`config.mk`:
```
export PLATFORM = sky130hd
export DESIGN_NAME = wdt_rst_sel
export DESIGN_NICKNAME = d
export VERILOG_FILES = /design/src/rtl/wdt_pkg.sv /design/src/rtl/wdt_regs.sv /design/src/rtl/wdt_counter.sv /design/src/rtl/wdt_rst_route.sv /design/src/rtl/wdt_ext_pulse.sv /design/src/rtl/wdt_rst_sel.sv
export SDC_FILE = /design/constraint.sdc
export NUM_CORES = 1
export LEC_CHECK = 0
export BUFFER_PORTS_ARGS = -buffer_cell sky130_fd_sc_hd__buf_4
export CAP_MARGIN = 20
export CORE_ASPECT_RATIO = 1.5
export CORE_MARGIN = 5
export CORE_UTILIZATION = 39
export CTS_CLUSTER_SIZE = 20
export DETAILED_ROUTE_END_ITERATION = 12
export PLACE_DENSITY_LB_ADDON = 0.3
export SLEW_MARGIN = 10
export SYNTH_ARGS = -nofsm -noshare
export SYNTH_HDL_FRONTEND = slang
export SYNTH_SLANG_ARGS = --single-unit
```
`constraint.sdc`:
```
create_clock -name clk_i -period 4.8 [get_ports clk_i]
set_input_delay 0.48 -clock clk_i [delete_from_list [all_inputs] [get_ports clk_i]]
set_output_delay 0.48 -clock clk_i [all_outputs]
set_load 0.02 [all_outputs]
```
`src/rtl/wdt_pkg.sv`:
```
package wdt_pkg;
  typedef enum logic [1:0] {
    RST_CPU  = 2'd0,
    RST_SOC  = 2'd1,
    RST_SYS  = 2'd2,
    RST_NONE = 2'd3
  } rst_sel_e;

  typedef struct packed {
    logic     act_high;
    logic     push_pull;
    logic     ext_en;
    logic     alt_en;
    rst_sel_e sel;
    logic     en;
  } ctrl_t;

  localparam logic [2:0] A_CTRL    = 3'd0;
  localparam logic [2:0] A_RELOAD  = 3'd1;
  localparam logic [2:0] A_RESTART = 3'd2;
  localparam logic [2:0] A_STATUS  = 3'd3;
  localparam logic [2:0] A_COUNT   = 3'd4;
  localparam logic [2:0] A_PLEN    = 3'd5;

  localparam int CTRL_W = $bits(ctrl_t);
endpackage

```
`src/rtl/wdt_regs.sv`:
```
module wdt_regs import wdt_pkg::*; #(
  parameter int          CNT_W        = 32,
  parameter int          PW_W         = 8,
  parameter logic [31:0] RESTART_CODE = 32'h5A5A_A5A5
) (
  input  logic             clk_i,
  input  logic             rst_ni,
  input  logic             we_i,
  input  logic [2:0]       addr_i,
  input  logic [31:0]      wdata_i,
  output logic [31:0]      rdata_o,
  input  logic             expire_i,
  input  logic [CNT_W-1:0] cnt_i,
  output ctrl_t            ctrl_o,
  output logic [CNT_W-1:0] reload_o,
  output logic [PW_W-1:0]  plen_o,
  output logic             load_o
);
  ctrl_t            ctrl_q;
  logic [CNT_W-1:0] reload_q;
  logic [PW_W-1:0]  plen_q;
  logic             sts_q;
  logic             start_wr, restart_wr;

  assign start_wr   = we_i && addr_i == A_CTRL && wdata_i[0] && !ctrl_q.en;
  assign restart_wr = we_i && addr_i == A_RESTART && wdata_i == RESTART_CODE;
  assign load_o     = start_wr || restart_wr;

  always_ff @(posedge clk_i or negedge rst_ni) begin
    if (!rst_ni) begin
      ctrl_q   <= '{sel: RST_SYS, default: '0};
      reload_q <= '0;
      plen_q   <= '0;
      sts_q    <= 1'b0;
    end else begin
      if (we_i) begin
        case (addr_i)
          A_CTRL:   ctrl_q   <= ctrl_t'(wdata_i[CTRL_W-1:0]);
          A_RELOAD: reload_q <= wdata_i[CNT_W-1:0];
          A_PLEN:   plen_q   <= wdata_i[PW_W-1:0];
          A_STATUS: if (wdata_i[0]) sts_q <= 1'b0;
          default: ;
        endcase
      end
      // expiry wins over a same-cycle software write
      if (expire_i) begin
        ctrl_q.en <= 1'b0;
        sts_q     <= 1'b1;
      end
    end
  end

  always_comb begin
    case (addr_i)
      A_CTRL:   rdata_o = 32'(ctrl_q);
      A_RELOAD: rdata_o = 32'(reload_q);
      A_STATUS: rdata_o = 32'(sts_q);
      A_COUNT:  rdata_o = 32'(cnt_i);
      A_PLEN:   rdata_o = 32'(plen_q);
      default:  rdata_o = '0;
    endcase
  end

  assign ctrl_o   = ctrl_q;
  assign reload_o = reload_q;
  assign plen_o   = plen_q;
endmodule

```
`src/rtl/wdt_counter.sv`:
```
module wdt_counter #(
  parameter int CNT_W = 32
) (
  input  logic             clk_i,
  input  logic             rst_ni,
  input  logic             tick_i,
  input  logic             run_i,
  input  logic             load_i,
  input  logic [CNT_W-1:0] reload_i,
  output logic [CNT_W-1:0] cnt_o,
  output logic             expire_o
);
  logic [CNT_W-1:0] cnt_q;

  always_ff @(posedge clk_i or negedge rst_ni) begin
    if (!rst_ni)                                cnt_q <= '0;
    else if (load_i)                            cnt_q <= reload_i;
    else if (run_i && tick_i && cnt_q != '0)    cnt_q <= cnt_q - CNT_W'(1);
  end

  assign expire_o = run_i && tick_i && cnt_q == '0 && !load_i;
  assign cnt_o    = cnt_q;
endmodule

```
`src/rtl/wdt_rst_route.sv`:
```
module wdt_rst_route import wdt_pkg::*; #(
  parameter int RST_HOLD = 16
) (
  input  logic     clk_i,
  input  logic     rst_ni,
  input  logic     expire_i,
  input  rst_sel_e sel_i,
  input  logic     alt_en_i,
  output logic     rst_cpu_o,
  output logic     rst_soc_o,
  output logic     rst_sys_o,
  output logic     alt_boot_o
);
  localparam int HW = $clog2(RST_HOLD + 1);

  logic [HW-1:0] hold_q;
  rst_sel_e      sel_q;
  logic          alt_q;

  always_ff @(posedge clk_i or negedge rst_ni) begin
    if (!rst_ni) begin
      hold_q <= '0;
      sel_q  <= RST_NONE;
      alt_q  <= 1'b0;
    end else begin
      if (expire_i) begin
        sel_q  <= sel_i;
        hold_q <= (sel_i == RST_NONE) ? '0 : HW'(RST_HOLD);
      end else if (hold_q != '0) begin
        hold_q <= hold_q - HW'(1);
      end
      if (expire_i && alt_en_i) alt_q <= 1'b1;
    end
  end

  assign rst_cpu_o  = hold_q != '0 && sel_q == RST_CPU;
  assign rst_soc_o  = hold_q != '0 && sel_q == RST_SOC;
  assign rst_sys_o  = hold_q != '0 && sel_q == RST_SYS;
  assign alt_boot_o = alt_q;
endmodule

```
`src/rtl/wdt_ext_pulse.sv`:
```
module wdt_ext_pulse #(
  parameter int PW_W = 8
) (
  input  logic            clk_i,
  input  logic            rst_ni,
  input  logic            tick_i,
  input  logic            expire_i,
  input  logic            ext_en_i,
  input  logic            push_pull_i,
  input  logic            act_high_i,
  input  logic [PW_W-1:0] len_i,
  output logic            data_o,
  output logic            oe_o
);
  logic [PW_W-1:0] pcnt_q;
  logic            active;

  always_ff @(posedge clk_i or negedge rst_ni) begin
    if (!rst_ni)                          pcnt_q <= '0;
    else if (expire_i && ext_en_i)        pcnt_q <= len_i;
    else if (tick_i && pcnt_q != '0)      pcnt_q <= pcnt_q - PW_W'(1);
  end

  assign active = pcnt_q != '0;

  always_comb begin
    if (!ext_en_i) begin
      oe_o   = 1'b0;
      data_o = 1'b0;
    end else if (push_pull_i) begin
      oe_o   = 1'b1;
      data_o = act_high_i ? active : !active;
    end else begin
      // open-drain: only ever pull low
      oe_o   = active;
      data_o = 1'b0;
    end
  end
endmodule

```
`src/rtl/wdt_rst_sel.sv`:
```
module wdt_rst_sel import wdt_pkg::*; #(
  parameter int          CNT_W        = 32,
  parameter int          PW_W         = 8,
  parameter int          RST_HOLD     = 16,
  parameter logic [31:0] RESTART_CODE = 32'h5A5A_A5A5
) (
  input  logic        clk_i,
  input  logic        rst_ni,
  input  logic        tick_i,
  input  logic        we_i,
  input  logic [2:0]  addr_i,
  input  logic [31:0] wdata_i,
  output logic [31:0] rdata_o,
  output logic        rst_cpu_o,
  output logic        rst_soc_o,
  output logic        rst_sys_o,
  output logic        alt_boot_o,
  output logic        ext_data_o,
  output logic        ext_oe_o
);
  ctrl_t            ctrl_q;
  logic [CNT_W-1:0] reload, cnt;
  logic [PW_W-1:0]  plen;
  logic             load, expire;

  wdt_regs #(.CNT_W(CNT_W), .PW_W(PW_W), .RESTART_CODE(RESTART_CODE)) u_regs (
    .clk_i, .rst_ni, .we_i, .addr_i, .wdata_i, .rdata_o,
    .expire_i(expire), .cnt_i(cnt), .ctrl_o(ctrl_q),
    .reload_o(reload), .plen_o(plen), .load_o(load)
  );

  wdt_counter #(.CNT_W(CNT_W)) u_cnt (
    .clk_i, .rst_ni, .tick_i, .run_i(ctrl_q.en), .load_i(load),
    .reload_i(reload), .cnt_o(cnt), .expire_o(expire)
  );

  wdt_rst_route #(.RST_HOLD(RST_HOLD)) u_route (
    .clk_i, .rst_ni, .expire_i(expire), .sel_i(ctrl_q.sel), .alt_en_i(ctrl_q.alt_en),
    .rst_cpu_o, .rst_soc_o, .rst_sys_o, .alt_boot_o
  );

  wdt_ext_pulse #(.PW_W(PW_W)) u_ext (
    .clk_i, .rst_ni, .tick_i, .expire_i(expire), .ext_en_i(ctrl_q.ext_en),
    .push_pull_i(ctrl_q.push_pull), .act_high_i(ctrl_q.act_high), .len_i(plen),
    .data_o(ext_data_o), .oe_o(ext_oe_o)
  );
endmodule

```
# After elaboration in Yosys (flattened, before gate mapping)
# Index checks and enable logic that the tools add are counted.
[word_totals] word_cells=83 ramBits=0 ff_bits=96 rom_bits=0 memories=0 latchBits=0 inputBits=39
[op_classes] n_bitwise=0 eq_ne=9 order_cmp=0 addsub=3 n_div=0 mux=20 multipliers=0 n_shift=0 reduce_logical=37
[op_table] op="one-hot mux 32 bit (5 select lines)" n=1
[op_table] op="2-to-1 mux 32 bit" n=2
[op_table] op="equality test 32 x 31 -> 1 bit (second input constant)" n=1
[op_table] op="logical NOT 32 bit" n=1
[op_table] op="nonzero test 32 bit" n=1
[op_table] op="subtractor 32 x 1 -> 32 bit (second input constant)" n=1
[op_table] op="2-to-1 mux 8 bit" n=2
[op_table] op="logical AND 1 bit" n=15
[op_table] op="2-to-1 mux 5 bit" n=3
[op_table] op="nonzero test 2 bit" n=7
[op_table] op="2-to-1 mux 1 bit" n=12
[op_table] op="AND reduction 2 bit" n=4
[op_table] op="nonzero test 8 bit" n=1
[op_table] op="subtractor 8 x 1 -> 8 bit (second input constant)" n=1
[op_table] op="equality test 3 x 2 -> 1 bit (second input constant)" n=2
[op_table] op="equality test 3 bit (second input constant)" n=2
[op_table] op="nonzero test 5 bit" n=1
[op_table] op="subtractor 5 x 1 -> 5 bit (second input constant)" n=1
[op_table] op="equality test 2 bit (second input constant)" n=2
[op_table] op="equality test 3 x 1 -> 1 bit (second input constant)" n=1
[op_table] op="logical NOT 1 bit" n=3
[op_table] op="logical NOT 3 bit" n=1
[op_table] op="AND reduction 3 bit" n=1
[op_table] op="equality test 2 x 1 -> 1 bit (second input constant)" n=1
[op_table] op="2 further kinds" n=2

# Longest topological paths before layout
[depth] ltp_word=9 mapped_depth=11 mapped_depth_nobuf=8

# By module
# From an unflattened synthesis, not the netlist that was laid out.
[hier_totals] hier_cells=502 area_unflattened_um2=5497.8
[modules_own_cells] module="wdt_regs" seq_area_each_um2=1202.4 n_inst=1 cells_each=175 area_per_inst_um2=2459.9
[modules_own_cells] module="wdt_counter" seq_area_each_um2=800.8 n_inst=1 cells_each=233 area_per_inst_um2=2132.0
[modules_own_cells] module="wdt_ext_pulse" seq_area_each_um2=200.2 n_inst=1 cells_each=58 area_per_inst_um2=510.5
[modules_own_cells] module="wdt_rst_route" seq_area_each_um2=202.7 n_inst=1 cells_each=36 area_per_inst_um2=395.4

# Worst setup path before layout
# Ideal clock, no wire load.
[synth_timing] path_type="input to register" from="in wdata_i[18]" to="reg u_route.sel_q[1]" n_path_buf=2 cell_stages=7 t_required_ps=4718 slack_ps=2334 arrival_ps=2384 path_cell_list="or4b_1 -> or4_4 -> o31ai_4 -> buf_6 -> nor4_1 -> buf_6 -> mux2_4"
[synth_via] elab_chain_cells=5
[synth_lines] element="start: declaration" line_no="wdt_rst_sel.sv:12" source="input logic [31:0] wdata_i,"
[synth_lines] element="equality test 32 x 31 -> 1 bit" line_no="wdt_regs.sv:26" source="assign restart_wr = we_i && addr_i == A_RESTART && wdata_i == RESTART_CODE;"
[synth_lines] element="logical AND 1 bit" line_no="wdt_regs.sv:26"
[synth_lines] element="logical OR 1 bit" line_no="wdt_regs.sv:27" source="assign load_o = start_wr || restart_wr;"
[synth_lines] element="logical NOT 1 bit" line_no="wdt_counter.sv:21" source="assign expire_o = run_i && tick_i && cnt_q == '0 && !load_i;"
[synth_lines] element="logical AND 1 bit" line_no="wdt_counter.sv:21"
[synth_lines] element="end signal: assignment" line_no="wdt_rst_route.sv:27" source="sel_q <= sel_i;"
[synth_lines] element="end: declaration" line_no="wdt_rst_route.sv:17" source="rst_sel_e sel_q;"
# No other way between the ends.
# A chain may end at the register's enable or synchronous reset.

# Final worst setup path
[layout_timing] from="reg u_cnt.cnt_q[0] (netlist: u_cnt.cnt_o[0])" to="reg u_ext.pcnt_q[2]"
[layout_via] elab_chain_cells=5 elab_cells_between_ends=6 classes_between="mux (1); reduce/logical (5)"
[layout_lines] element="start: declaration" line_no="wdt_counter.sv:13" source="logic [CNT_W-1:0] cnt_q;"
[layout_lines] element="start signal: assignment" line_no="wdt_counter.sv:17" source="else if (load_i) cnt_q <= reload_i;"
[layout_lines] element="start signal: assignment" line_no="wdt_counter.sv:18" source="else if (run_i && tick_i && cnt_q != '0) cnt_q <= cnt_q - CNT_W'(1);"
[layout_lines] element="logical NOT 32 bit (*)" line_no="wdt_counter.sv:21"
[layout_lines] element="logical AND 1 bit (*) (2 in a row)" line_no="wdt_counter.sv:21"
[layout_lines] element="logical AND 1 bit (*)" line_no="wdt_ext_pulse.sv:20" source="else if (expire_i && ext_en_i) pcnt_q <= len_i;"
[layout_lines] element="2-to-1 mux 8 bit / nonzero test 2 bit (equally long branches)"
[layout_lines] element="end signal: assignment" line_no="wdt_ext_pulse.sv:20"
[layout_lines] element="end signal: assignment" line_no="wdt_ext_pulse.sv:21" source="else if (tick_i && pcnt_q != '0) pcnt_q <= pcnt_q - PW_W'(1);"
[layout_lines] element="end: declaration" line_no="wdt_ext_pulse.sv:15" source="logic [PW_W-1:0] pcnt_q;"
# Every way passes the cells marked *; elsewhere a longest branch is shown, timed or not.

==> summary.md <==
| Metric | Value |
|---|---|
| Status | complete, no violations |
| Max-cap viol count | 0 |
| Pwr dens | ~500 mW/mm² |
| FP Rows | between 50 and 60 |
| Root buffer cell | clkbuf_16 |
| Max Freq | between 0.3 and 0.4 GHz |
| Final Hold Fails | 0 |
| Layout overhead on the synthesized area | 18.4% |
| Kind of critical path | reg2reg |
| Number of synthesized flops with an enable pin | 0 |
| Worst hold path class | in2async |
| Data arrival, critical path | 3.39 ns |
| Seq/Total Area, Yosys | 0.446 |
| N_diodes | 0 |
| Net count, final | roughly 610 |
| Pin count of the biggest net entering global routing | between 60 and 70 |
| Cts hold-fix bufs | 0 |
| Gpl congestion | between 0.8 and 0.9 |
| CP startpoint kind | flip-flop |
| Post-layout minimum cycle time | around 3.2 ns |
| Endpoint class of the critical path | flip-flop |
| Setup bufs post-CTS | 0 |
| Latest clock arrival within the worst-skew pair | approximately 0.34 ns |
| Slew Limit Fails | 0 |
| #FFs+latches synth | 96 |
| Synth warnings | 0 |
| Final period util | 0.660 |
| Vias per cell | between 5 and 6 |
| Req. time, crit path | 5.02 ns |
| GRT Overall Usage | 0.171 |
| Die W | ~110 µm |
| Syn Nets | roughly 540 |
| Initial Util | 0.398 |
| Final clock skew | approximately 0.009 ns |
| Syn Std Cell Area | ~0.0054 mm² |
| Die Y | about 150 µm |
| Post-Route WL | between 10000 and 15000 µm |
| Combined area of the multi-input logic cells | around 0.0028 mm² |
| DRC viols | 0 |
| # fillers | about 1300 |
| RSZ-0062 raised after global routing | no |
| Avg Synthesized Cell Area | 10.8 µm² |
| Syn Inst Count | between 400 and 500 |
| Io pins | 77 |
| Detailed placer's ending HPWL | between 10000 and 15000 µm |
| Clk pin slew, worst setup/hold paths | about 0.070 ns |
| Register-to-register setup slack | 1.63 ns |
| Resized Gates After CTS | 0 |
| Storage element area | 0.00241 mm² |
| FFs w/ async S/R, synth | 1.00 |
| TNS Setup | 0 ns |
| Power Total | about 3200 µW |
| Core ar. | between 0.01 and 0.015 mm² |
| Die area | 0.0163 mm² |
| Vias | ~4100 |
| Worst Tran Pin Value | 0.841 ns |
| Number of clock sinks | 96 |
| Clock Path Buffers | 2 |
| Leakage power | ~0.0026 µW |
| First-pass GRT wire length | between 20000 and 25000 µm |
| Vias in the first global route | roughly 4300 |
| Port bufs | 76 |
| Max transition margin | 0.432 |
| Initial antenna violation count | 0 |
| DRT Pass-1 Iters | 4 |
| Share of cells above drive strength 1 | 0.321 |
| Worst Path Max Fanout | 15 |
| 1st-iter DRT viols | roughly 130 |
| Most used DFF post-synth | dfrtp_1 |
| Post-synthesis cell type count | slightly below 60 |
| Post-route ant nets | 0 |
| WL/cell | about 19 µm |
| H-tree depth | 3 |
| Inserted Clock Buffers | 9 |
| Gr ovfl total | 0 |
| Final-report setup violation count | 0 |
| CTS tree | built |
| VDD IR max | 0.255 mV |
power breakdown:
group / switching [µW] / internal (µW) / leakage (µW)
logic: 552 / 529 / 0.00130
registers: 307 / 1070 / 0.00118
clock network: 314 / 456 / 0.000148
total: 1170 / 2060 / 0.00263
metrics by stage:
step / area, µm² / setup slack [ns] / cells / utilization / hold WS, ns
after global placement: 6040 / 1.52 / 714 / 0.446 / 0.464
after CTS: 6360 / 1.49 / 730 / 0.470 / 0.102
after detailed placement: 6040 / 1.49 / 714 / 0.446 / 0.467
after floorplan: 5390 / 2.33 / 499 / - / 0.184
final: 6380 / 1.63 / 732 / 0.472 / 0.0851
after global routing: 6380 / 1.48 / 732 / 0.472 / 0.131
flip-flops by register name (all words and copies together) (netlist names):
name                cells
u_route.hold_q          5
u_regs.ctrl_o           7
u_cnt.cnt_o            32
u_route.sel_q           2
u_ext.pcnt_q            8
u_regs.plen_o           8
u_regs.reload_o        32
u_route.alt_boot_o      1
u_regs.sts_q            1
layout by cell type (no fill, tap or decap), types with 5 or more instances in the layout:
master,Yosys,layout
a21oi_1,16,16
a22o_1,24,24
and2_1,6,6
buf_4,0,82
clkbuf_16,0,9
dfrtp_1,93,93
ha_1,5,5
inv_1,6,6
mux2_2,49,49
mux2i_1,5,5
mux4_2,6,6
nand2_1,48,48
nand3_1,7,7
nand3b_1,5,5
nor2_1,23,23
nor2b_1,10,10
nor3_1,16,16
nor4_1,13,12
o21ai_0,20,20
o21ai_1,13,13
or3_1,6,6
xnor2_1,23,23
xor2_1,13,13
metal layers:
| layer | up-vias | part of all wire | global-route usage |
|---|---|---|---|
| met1 | 2058 | 0.40 | 0.199 |
| met2 | 82 | 0.55 | 0.320 |
| li1 | 1957 | - | - |
| met4 | 0 | 0.021 | 0.0525 |
| met3 | 12 | 0.031 | 0.0264 |
| met5 | - | 0 | 0 |
critical path, cell delays in order, from the launching register on:
cell and delay [ns]:
dfrtp_1 0.45, inv_1 0.09, ha_1 0.17, nor2b_1 0.22
and2_1 0.40, nand3_1 0.46, or4_1 0.87, mux2_4 0.39
cell type report:
cell class	instances	area share
repair buffers	83	0.0976
well taps	162	0.0318
clock inverters	7	0.0151
flip-flops and latches	96	0.377
inverters	6	0.00353
clock buffers	9	0.0353
multi-input cells	369	0.440
cell families after synthesis:
family	after synthesis	synth area share
AND/OR/NAND/NOR	173	0.188
flip-flops	96	0.446
AO/OA/AOI/OAI	93	0.118
multiplexers	62	0.142
XOR/XNOR	36	0.0585
buffers and inverters	34	0.0350
adder cells (fa/ha/maj)	5	0.0116
worst paths after layout:
kind,startpoint,end,depth (start not counted)
max in group asynchronous,rst_ni,u_cnt.cnt_o[10]$_DFFE_PN0P_,2
max reg2reg,u_cnt.cnt_o[0]$_DFFE_PN0P_,u_ext.pcnt_q[2]$_DFFE_PN0P_,7
min in group clk_i,wdata_i[27],u_regs.reload_o[27]$_DFFE_PN0P_,2
min reg2reg,u_route.alt_boot_o$_DFFE_PN0P_,u_route.alt_boot_o$_DFFE_PN0P_,1
min,rst_ni,u_regs.reload_o[27]$_DFFE_PN0P_,1
max,u_cnt.cnt_o[0]$_DFFE_PN0P_,u_ext.pcnt_q[2]$_DFFE_PN0P_,7
synthesized netlist by cell type (all sizes together) (13+ instances only):
library cell | number | area share
a21oi | 16 | 0.015
a22o | 24 | 0.039
buf | 15 | 0.022
clkbuf | 13 | 0.0091
dfrtp | 93 | 0.43
mux2 | 51 | 0.11
nand2 | 49 | 0.035
nor2 | 23 | 0.016
nor3 | 17 | 0.018
nor4 | 17 | 0.028
o21ai | 36 | 0.036
xnor2 | 23 | 0.037
xor2 | 13 | 0.021
Note: power is estimated with default switching activity, not from simulation.
